**config.mk**
```make
export PLATFORM = sky130hd
export DESIGN_NAME = fq_crc_codec
export DESIGN_NICKNAME = d
export VERILOG_FILES = /design/src/rtl/fq_crc_pkg.sv /design/src/rtl/fq_crc_reg.sv /design/src/rtl/fq_crc_tx.sv /design/src/rtl/fq_crc_rx.sv /design/src/rtl/fq_crc_codec.sv
export SDC_FILE = /design/constraint.sdc
export NUM_CORES = 1
export LEC_CHECK = 0
export CAP_MARGIN = 20
export CORE_MARGIN = 5
export CORE_UTILIZATION = 60
export DETAILED_ROUTE_END_ITERATION = 8
export PLACE_DENSITY_LB_ADDON = 0.15
export REMOVE_ABC_BUFFERS = 1
export SETUP_SLACK_MARGIN = 0.05
export SYNTH_ARGS = -nofsm -noshare
export SYNTH_HDL_FRONTEND = slang
export SYNTH_HIERARCHICAL = 1
export SYNTH_SLANG_ARGS = --single-unit
```
**constraint.sdc**
```tcl
create_clock -name clk -period 2.45 [get_ports clk]
set_input_delay 0.3675 -clock clk [delete_from_list [all_inputs] [get_ports clk]]
set_output_delay 0.3675 -clock clk [all_outputs]
set_load 0.02 [all_outputs]
```
**src/rtl/fq_crc_pkg.sv**
```systemverilog
// Shared constants and state types for the frame-quality CRC codec.
// Assumes a single clock domain and bit-serial operation.
package fq_crc_pkg;

    localparam int FQ_DATA_BITS = 172;
    localparam int FQ_CRC_W     = 12;
    localparam int FQ_TAIL_BITS = 8;
    localparam logic [FQ_CRC_W-1:0] FQ_POLY = 12'hF13;

    typedef enum logic [1:0] {
        TX_IDLE  = 2'd0,
        TX_DATA  = 2'd1,
        TX_TRAIL = 2'd2
    } tx_phase_e;

    typedef enum logic {
        RX_IDLE = 1'b0,
        RX_BUSY = 1'b1
    } rx_phase_e;

endpackage

```
**src/rtl/fq_crc_reg.sv**
```systemverilog
// Bit-serial CRC remainder register, MSB-first, Galois form.
// load presets the register to all ones before the step in the same cycle.
// step folds din into the remainder; shift moves the remainder out MSB-first.
// step has priority over shift. Assumes callers never need both at once.
module fq_crc_reg #(
    parameter int               W    = 12,
    parameter logic [W-1:0]     POLY = 12'hF13
) (
    input  logic         clk,
    input  logic         rst_n,
    input  logic         load,
    input  logic         step,
    input  logic         shift,
    input  logic         din,
    output logic [W-1:0] crc
);

    logic [W-1:0] crc_q;
    logic [W-1:0] base;
    logic [W-1:0] stepped;
    logic         fb;

    // Next remainder when one data bit is folded in.
    always_comb begin
        base    = load ? {W{1'b1}} : crc_q;
        fb      = base[W-1] ^ din;
        stepped = {base[W-2:0], 1'b0} ^ (fb ? POLY : {W{1'b0}});
    end

    // Remainder storage: fold a bit, or shift out toward the MSB.
    always_ff @(posedge clk) begin
        if (!rst_n) begin
            crc_q <= {W{1'b1}};
        end else if (step) begin
            crc_q <= stepped;
        end else if (shift) begin
            crc_q <= {crc_q[W-2:0], 1'b0};
        end
    end

    assign crc = crc_q;

endmodule

```
**src/rtl/fq_crc_tx.sv**
```systemverilog
// Transmit side: passes information bits through with one cycle of latency.
// After the last one it emits the check bits MSB-first and then zero tail
// bits, on consecutive cycles. A start strobe always opens a new frame.
// Assumes DATA_BITS >= 2 and TAIL_BITS >= 1.
module fq_crc_tx
    import fq_crc_pkg::*;
#(
    parameter int                  DATA_BITS = FQ_DATA_BITS,
    parameter int                  CRC_W     = FQ_CRC_W,
    parameter int                  TAIL_BITS = FQ_TAIL_BITS,
    parameter logic [CRC_W-1:0]    POLY      = FQ_POLY
) (
    input  logic clk,
    input  logic rst_n,
    input  logic in_valid,
    input  logic in_sof,
    input  logic in_bit,
    output logic out_valid,
    output logic out_sof,
    output logic out_bit
);

    localparam int FRAME_BITS = DATA_BITS + CRC_W + TAIL_BITS;
    localparam int CNT_W      = $clog2(FRAME_BITS);
    localparam logic [CNT_W-1:0] LAST_DATA = CNT_W'(DATA_BITS - 1);
    localparam logic [CNT_W-1:0] CHK_END   = CNT_W'(DATA_BITS + CRC_W);
    localparam logic [CNT_W-1:0] LAST_POS  = CNT_W'(FRAME_BITS - 1);

    tx_phase_e         phase_q;
    logic [CNT_W-1:0]  cnt_q;
    logic [CRC_W-1:0]  crc;
    logic              take_sof;
    logic              take_data;
    logic              emit_chk;

    // Classify this cycle: new frame, data bit, or check-bit emission.
    always_comb begin
        take_sof  = in_valid && in_sof;
        take_data = in_valid && !in_sof && (phase_q == TX_DATA);
        emit_chk  = (phase_q == TX_TRAIL) && (cnt_q < CHK_END) && !take_sof;
    end

    fq_crc_reg #(
        .W    (CRC_W),
        .POLY (POLY)
    ) u_crc (
        .clk   (clk),
        .rst_n (rst_n),
        .load  (take_sof),
        .step  (take_sof || take_data),
        .shift (emit_chk),
        .din   (in_bit),
        .crc   (crc)
    );

    // Frame sequencing and the registered serial output.
    always_ff @(posedge clk) begin
        if (!rst_n) begin
            phase_q   <= TX_IDLE;
            cnt_q     <= '0;
            out_valid <= 1'b0;
            out_sof   <= 1'b0;
            out_bit   <= 1'b0;
        end else if (take_sof) begin
            phase_q   <= TX_DATA;
            cnt_q     <= CNT_W'(1);
            out_valid <= 1'b1;
            out_sof   <= 1'b1;
            out_bit   <= in_bit;
        end else if (take_data) begin
            phase_q   <= (cnt_q == LAST_DATA) ? TX_TRAIL : TX_DATA;
            cnt_q     <= cnt_q + 1'b1;
            out_valid <= 1'b1;
            out_sof   <= 1'b0;
            out_bit   <= in_bit;
        end else if (phase_q == TX_TRAIL) begin
            out_valid <= 1'b1;
            out_sof   <= 1'b0;
            out_bit   <= emit_chk ? crc[CRC_W-1] : 1'b0;
            if (cnt_q == LAST_POS) begin
                phase_q <= TX_IDLE;
                cnt_q   <= '0;
            end else begin
                cnt_q   <= cnt_q + 1'b1;
            end
        end else begin
            out_valid <= 1'b0;
            out_sof   <= 1'b0;
            out_bit   <= 1'b0;
        end
    end

endmodule

```
**src/rtl/fq_crc_rx.sv**
```systemverilog
// Receive side: folds positions 0..CRC end into a remainder register and
// watches the tail positions for ones. One cycle after the last position
// it pulses done and updates the held good-frame verdict.
// A start strobe always opens a new frame. Assumes TAIL_BITS >= 1.
module fq_crc_rx
    import fq_crc_pkg::*;
#(
    parameter int                  DATA_BITS = FQ_DATA_BITS,
    parameter int                  CRC_W     = FQ_CRC_W,
    parameter int                  TAIL_BITS = FQ_TAIL_BITS,
    parameter logic [CRC_W-1:0]    POLY      = FQ_POLY
) (
    input  logic clk,
    input  logic rst_n,
    input  logic in_valid,
    input  logic in_sof,
    input  logic in_bit,
    output logic frame_done,
    output logic frame_ok
);

    localparam int FRAME_BITS = DATA_BITS + CRC_W + TAIL_BITS;
    localparam int CNT_W      = $clog2(FRAME_BITS);
    localparam logic [CNT_W-1:0] CHK_END  = CNT_W'(DATA_BITS + CRC_W);
    localparam logic [CNT_W-1:0] LAST_POS = CNT_W'(FRAME_BITS - 1);

    rx_phase_e         phase_q;
    logic [CNT_W-1:0]  cnt_q;
    logic [CRC_W-1:0]  crc;
    logic              tail_bad_q;
    logic              take_sof;
    logic              take_more;
    logic              in_tail;

    // Classify this cycle and whether the accepted bit is a tail bit.
    always_comb begin
        take_sof  = in_valid && in_sof;
        take_more = in_valid && !in_sof && (phase_q == RX_BUSY);
        in_tail   = cnt_q >= CHK_END;
    end

    fq_crc_reg #(
        .W    (CRC_W),
        .POLY (POLY)
    ) u_crc (
        .clk   (clk),
        .rst_n (rst_n),
        .load  (take_sof),
        .step  (take_sof || (take_more && !in_tail)),
        .shift (1'b0),
        .din   (in_bit),
        .crc   (crc)
    );

    // Position count, tail watch, completion pulse and held verdict.
    always_ff @(posedge clk) begin
        if (!rst_n) begin
            phase_q    <= RX_IDLE;
            cnt_q      <= '0;
            tail_bad_q <= 1'b0;
            frame_done <= 1'b0;
            frame_ok   <= 1'b0;
        end else begin
            frame_done <= 1'b0;
            if (take_sof) begin
                phase_q    <= RX_BUSY;
                cnt_q      <= CNT_W'(1);
                tail_bad_q <= 1'b0;
            end else if (take_more) begin
                if (cnt_q == LAST_POS) begin
                    phase_q    <= RX_IDLE;
                    cnt_q      <= '0;
                    frame_done <= 1'b1;
                    frame_ok   <= (crc == '0) && !tail_bad_q && !in_bit;
                end else begin
                    cnt_q      <= cnt_q + 1'b1;
                    tail_bad_q <= tail_bad_q || (in_tail && in_bit);
                end
            end
        end
    end

endmodule

```
**src/rtl/fq_crc_codec.sv**
```systemverilog
// Top of the frame-quality codec: an independent encoder and checker
// sharing only clock, reset and parameters.
module fq_crc_codec
    import fq_crc_pkg::*;
#(
    parameter int                  DATA_BITS = FQ_DATA_BITS,
    parameter int                  CRC_W     = FQ_CRC_W,
    parameter int                  TAIL_BITS = FQ_TAIL_BITS,
    parameter logic [CRC_W-1:0]    POLY      = FQ_POLY
) (
    input  logic clk,
    input  logic rst_n,
    input  logic tx_in_valid,
    input  logic tx_in_sof,
    input  logic tx_in_bit,
    output logic tx_out_valid,
    output logic tx_out_sof,
    output logic tx_out_bit,
    input  logic rx_in_valid,
    input  logic rx_in_sof,
    input  logic rx_in_bit,
    output logic rx_frame_done,
    output logic rx_frame_ok
);

    fq_crc_tx #(
        .DATA_BITS (DATA_BITS),
        .CRC_W     (CRC_W),
        .TAIL_BITS (TAIL_BITS),
        .POLY      (POLY)
    ) u_tx (
        .clk       (clk),
        .rst_n     (rst_n),
        .in_valid  (tx_in_valid),
        .in_sof    (tx_in_sof),
        .in_bit    (tx_in_bit),
        .out_valid (tx_out_valid),
        .out_sof   (tx_out_sof),
        .out_bit   (tx_out_bit)
    );

    fq_crc_rx #(
        .DATA_BITS (DATA_BITS),
        .CRC_W     (CRC_W),
        .TAIL_BITS (TAIL_BITS),
        .POLY      (POLY)
    ) u_rx (
        .clk        (clk),
        .rst_n      (rst_n),
        .in_valid   (rx_in_valid),
        .in_sof     (rx_in_sof),
        .in_bit     (rx_in_bit),
        .frame_done (rx_frame_done),
        .frame_ok   (rx_frame_ok)
    );

endmodule

```
==> insert_results.sql <==
INSERT INTO impl_metrics (metric_group, metric, value, unit) VALUES
('synth', 'syn-mean-instance-area', '8.77', 'um2'),
('sta', 'max-slew-margin-rel', '48.0', '%'),
('clock_network', 'cts_hold_buffers', '0', ''),
('setup_path', 'cell_with_the_largest_stage_delay_on_the_worst_path', 'sky130_fd_sc_hd__nor2_1', ''),
('grt', 'largest_net_degree_at_the_start_of_global_routing', '19', ''),
('die', 'die-area', '0.00561', 'mm2'),
('synth', 'synth_warnings', '6', ''),
('synth', 'synthFlopType', 'sky130_fd_sc_hd__dfxtp_1', ''),
('synth', 'synth.top_cells.by_area', 'sky130_fd_sc_hd__dfxtp_1 (39%), sky130_fd_sc_hd__nand2_1 (7.4%), sky130_fd_sc_hd__o2111ai_2 (7.1%)', ''),
('grt', 'global_route.overflow_total', '0', ''),
('synth', 'synth_async_sr_flop_share', '0', '%'),
('power_and_ir_drop', 'power.density', '571', 'mW/mm2'),
('cells_and_area', 'flow.area_growth_from_synthesis', '8.02', '%'),
('die', 'core_area', '0.00403', 'mm2'),
('synth', 'synth_top_area_cell', 'sky130_fd_sc_hd__dfxtp_1', ''),
('setup_path', 'critical_path_class', 'in -> reg', ''),
('power_and_ir_drop', 'leakagePower', '1.03', 'nW'),
('sta', 'final_hold_viols', '0', ''),
('grt', 'grt_pass1_vias', '1848', ''),
('cells_and_area', 'drive_gt1_share', '15.4', '%'),
('grt', 'grt_pass1_wl', '8.09', 'mm'),
('detailed_routing', 'dr_drc_count', '0', ''),
('synth', 'ys_seq_area_share', '38.8', '%'),
('setup_path', 'critPathArrivalTime', '2.33', 'ns'),
('placement', 'placed_cell_area', '0.00264', 'mm2'),
('detailed_routing', 'drt-initial-drc-count', '180', ''),
('placement', 'port-buffer-count', '12', ''),
('die', 'chipWidth', '74.9', 'um'),
('clock_network', 'postCtsResizedCells', '0', ''),
('setup_path', 'end_kind', 'flip-flop', ''),
('setup_path', 'worstPathMaxFanout', '12', ''),
('clock_network', 'worst_setup_hold_path_clk_slew', '0.09', 'ns'),
('placement', 'place.detailed.hpwl', '3.27', 'mm'),
('setup_path', 'crit_path_cell_trace', 'clkdlybuf4s50_1 -> and4bb_4 -> a21o_2 -> nor2_1 -> nand2_1 -> o2111ai_2', ''),
('cells_and_area', 'antenna_cells_inserted', '0', ''),
('grt', 'gr-usage-all-layers', '18.3', '%'),
('synth', 'synth.top_cell.area_share', '38.8', '%'),
('detailed_routing', 'wirelength', '4.79', 'mm'),
('setup_path', 'cp_data_required_time', '2.68', 'ns'),
('clock_network', 'clock_tree_root', 'sky130_fd_sc_hd__clkbuf_8', ''),
('cells_and_area', 'layout.cells.non_filler', '349', ''),
('setup_path', 'sort_of_element_at_the_start_of_the_critical_path', 'input pin', ''),
('placement', 'gpl.final_weighted_congestion', '0.861', ''),
('clock_network', 'clkLatencyLatePin', '0.30', 'ns'),
('detailed_routing', 'routed-via-count', '2052', ''),
('detailed_routing', 'via_per_inst', '5.88', ''),
('synth', 'netlist-cell-type-count', '55', ''),
('sta', 'finalCriticalPeriod', '2.10', 'ns'),
('status', 'status', 'finished, final reports clean', ''),
('worst_hold_path', 'worst_hold_path_type', 'reg -> reg', ''),
('detailed_routing', 'dr.pass1.iters', '4', ''),
('die', 'initial_utilization', '62.7', '%'),
('sta', 'finalMaxSlewViolations', '0', ''),
('setup_path', 'critical-path-max-stage-delay', '0.62', 'ns'),
('run', 'max-cap-violations', '0', ''),
('die', 'placement_rows', '23', ''),
('sta', 'final_setup_tns', '0', 'ns'),
('synth', 'synthesis.area', '0.00253', 'mm2'),
('clock_network', 'cts_sinks', '49', ''),
('cells_and_area', 'layout.cell_area.non_filler', '0.00273', 'mm2'),
('clock_network', 'tritoncts_clock_tree', 'yes', ''),
('clock_network', 'cts_buffers', '5', ''),
('cells_and_area', 'layout.nets', '309', ''),
('detailed_routing', 'remaining_antenna_violation_count', '0', ''),
('sta', 'final_min_period_over_clock_period', '85.7', '%'),
('synth', 'syn-instance-count', '288', ''),
('synth', 'synth_enable_flop_cells', '0', ''),
('sta', 'fmax', '476', 'MHz'),
('grt', 'antenna_found_initial', '0', ''),
('sta', 'timing.clock.skew', '0.00569', 'ns'),
('clock_network', 'cts_max_level', '2', '');
synth_stat cells, types with 2 or more instances:
cell type and count:
sky130_fd_sc_hd__o21ai_0 20, sky130_fd_sc_hd__nor2_1 14, sky130_fd_sc_hd__o2111ai_2 12, sky130_fd_sc_hd__inv_1 7
sky130_fd_sc_hd__ha_1 3, sky130_fd_sc_hd__o2111ai_1 4, sky130_fd_sc_hd__a21oi_1 21, sky130_fd_sc_hd__clkbuf_2 2
sky130_fd_sc_hd__or3_4 2, sky130_fd_sc_hd__and2_2 3, sky130_fd_sc_hd__buf_6 7, sky130_fd_sc_hd__dfxtp_1 49
sky130_fd_sc_hd__or3_1 3, sky130_fd_sc_hd__nand4_1 15, sky130_fd_sc_hd__mux2i_1 2, sky130_fd_sc_hd__nor4_1 2
sky130_fd_sc_hd__nor2b_1 2, sky130_fd_sc_hd__and3_1 2, sky130_fd_sc_hd__nand3_1 13, sky130_fd_sc_hd__o21bai_1 2
sky130_fd_sc_hd__nand3b_1 2, sky130_fd_sc_hd__nand4b_1 2, sky130_fd_sc_hd__a31oi_1 2, sky130_fd_sc_hd__nand2_1 50
sky130_fd_sc_hd__o31ai_1 2, sky130_fd_sc_hd__o21ai_2 2, sky130_fd_sc_hd__and3_4 2, sky130_fd_sc_hd__or2_1 3
sky130_fd_sc_hd__clkbuf_1 6, sky130_fd_sc_hd__xor2_1 7
cell type report:
class,count,area [um2]
flip-flops and latches,49,981
multi-input cells,217,1410
well taps,50,62.6
repair buffers,18,165
inverters,7,26.3
clock inverters,2,15.0
fillers,345,1300
clock buffers,6,72.6
routing by layer:
layer  vias to the layer above  track usage, %  share of wire, %
met4                         0            7.11              0.90
met1                       944            24.1                50
met3                         4            4.27               3.7
li1                       1073               -                 -
met5                         -               0                 0
met2                        31            29.2                46
placed cells by master, fill, tap and decap left out, types with 3 or more instances in the layout:
cell type	count
sky130_fd_sc_hd__o2111ai_2	12
sky130_fd_sc_hd__nand4_1	15
sky130_fd_sc_hd__o21ai_0	20
sky130_fd_sc_hd__inv_1	7
sky130_fd_sc_hd__buf_4	6
sky130_fd_sc_hd__or3_1	3
sky130_fd_sc_hd__clkdlybuf4s50_1	12
sky130_fd_sc_hd__ha_1	3
sky130_fd_sc_hd__nand3_1	13
sky130_fd_sc_hd__and2_2	3
sky130_fd_sc_hd__or2_1	3
sky130_fd_sc_hd__nor2_1	14
sky130_fd_sc_hd__dfxtp_1	49
sky130_fd_sc_hd__nand2_1	50
sky130_fd_sc_hd__o2111ai_1	4
sky130_fd_sc_hd__xor2_1	7
sky130_fd_sc_hd__clkbuf_8	5
sky130_fd_sc_hd__a21oi_1	21
power by group:
group / total (mW) / internal, mW / switching, mW
registers: 0.874 / 0.839 / 0.0354
clock network: 0.467 / 0.201 / 0.265
logic: 0.216 / 0.0906 / 0.125
total: 1.56 / 1.13 / 0.426
worst paths after layout:
path,from,end,slack [ns],cells past startpoint
max,tx_in_sof,u_tx/u_crc/crc[9],0.35,6
min,u_rx/tail_bad_q,u_rx/tail_bad_q,0.46,2
max reg2reg,u_rx/cnt_q[3],u_rx/u_crc/crc[8],0.46,6
min reg2reg,u_rx/tail_bad_q,u_rx/tail_bad_q,0.46,2
cell families after synthesis:
kind of cell             Yosys count  synth area share (%)
multiplexers                       2                 0.793
AO/OA/AOI/OAI                     75                  22.6
AND/OR/NAND/NOR                  128                  28.1
adder cells (fa/ha/maj)            3                  1.49
XOR/XNOR                           7                  2.43
other                              1                 0.148
buffers and inverters             23                  5.65
flip-flops                        49                  38.8
sequential cells by signal (all words and copies together), names as in the netlist, 2 cells and up:
register and flops:
u_tx/phase_q 2, u_tx/cnt_q 8, u_rx/u_crc/crc 12, u_tx/u_crc/crc 12, u_rx/cnt_q 8
worst max-delay path, delay by kind of cell:
kind                   cells  cell delay [ns]
AND/OR/NAND/NOR            3             1.06
buffers and inverters      1             0.51
AO/OA/AOI/OAI              2             0.37
per-stage QoR:
stage	worst slack [ns]	utilization [%]
final	0.351	67.7
after floorplan	0.721	-
after global placement	0.130	65.6
after global routing	0.201	67.7
after detailed placement	0.0321	65.6
after CTS	0.350	67.7
(Power assumes the default switching activity.)
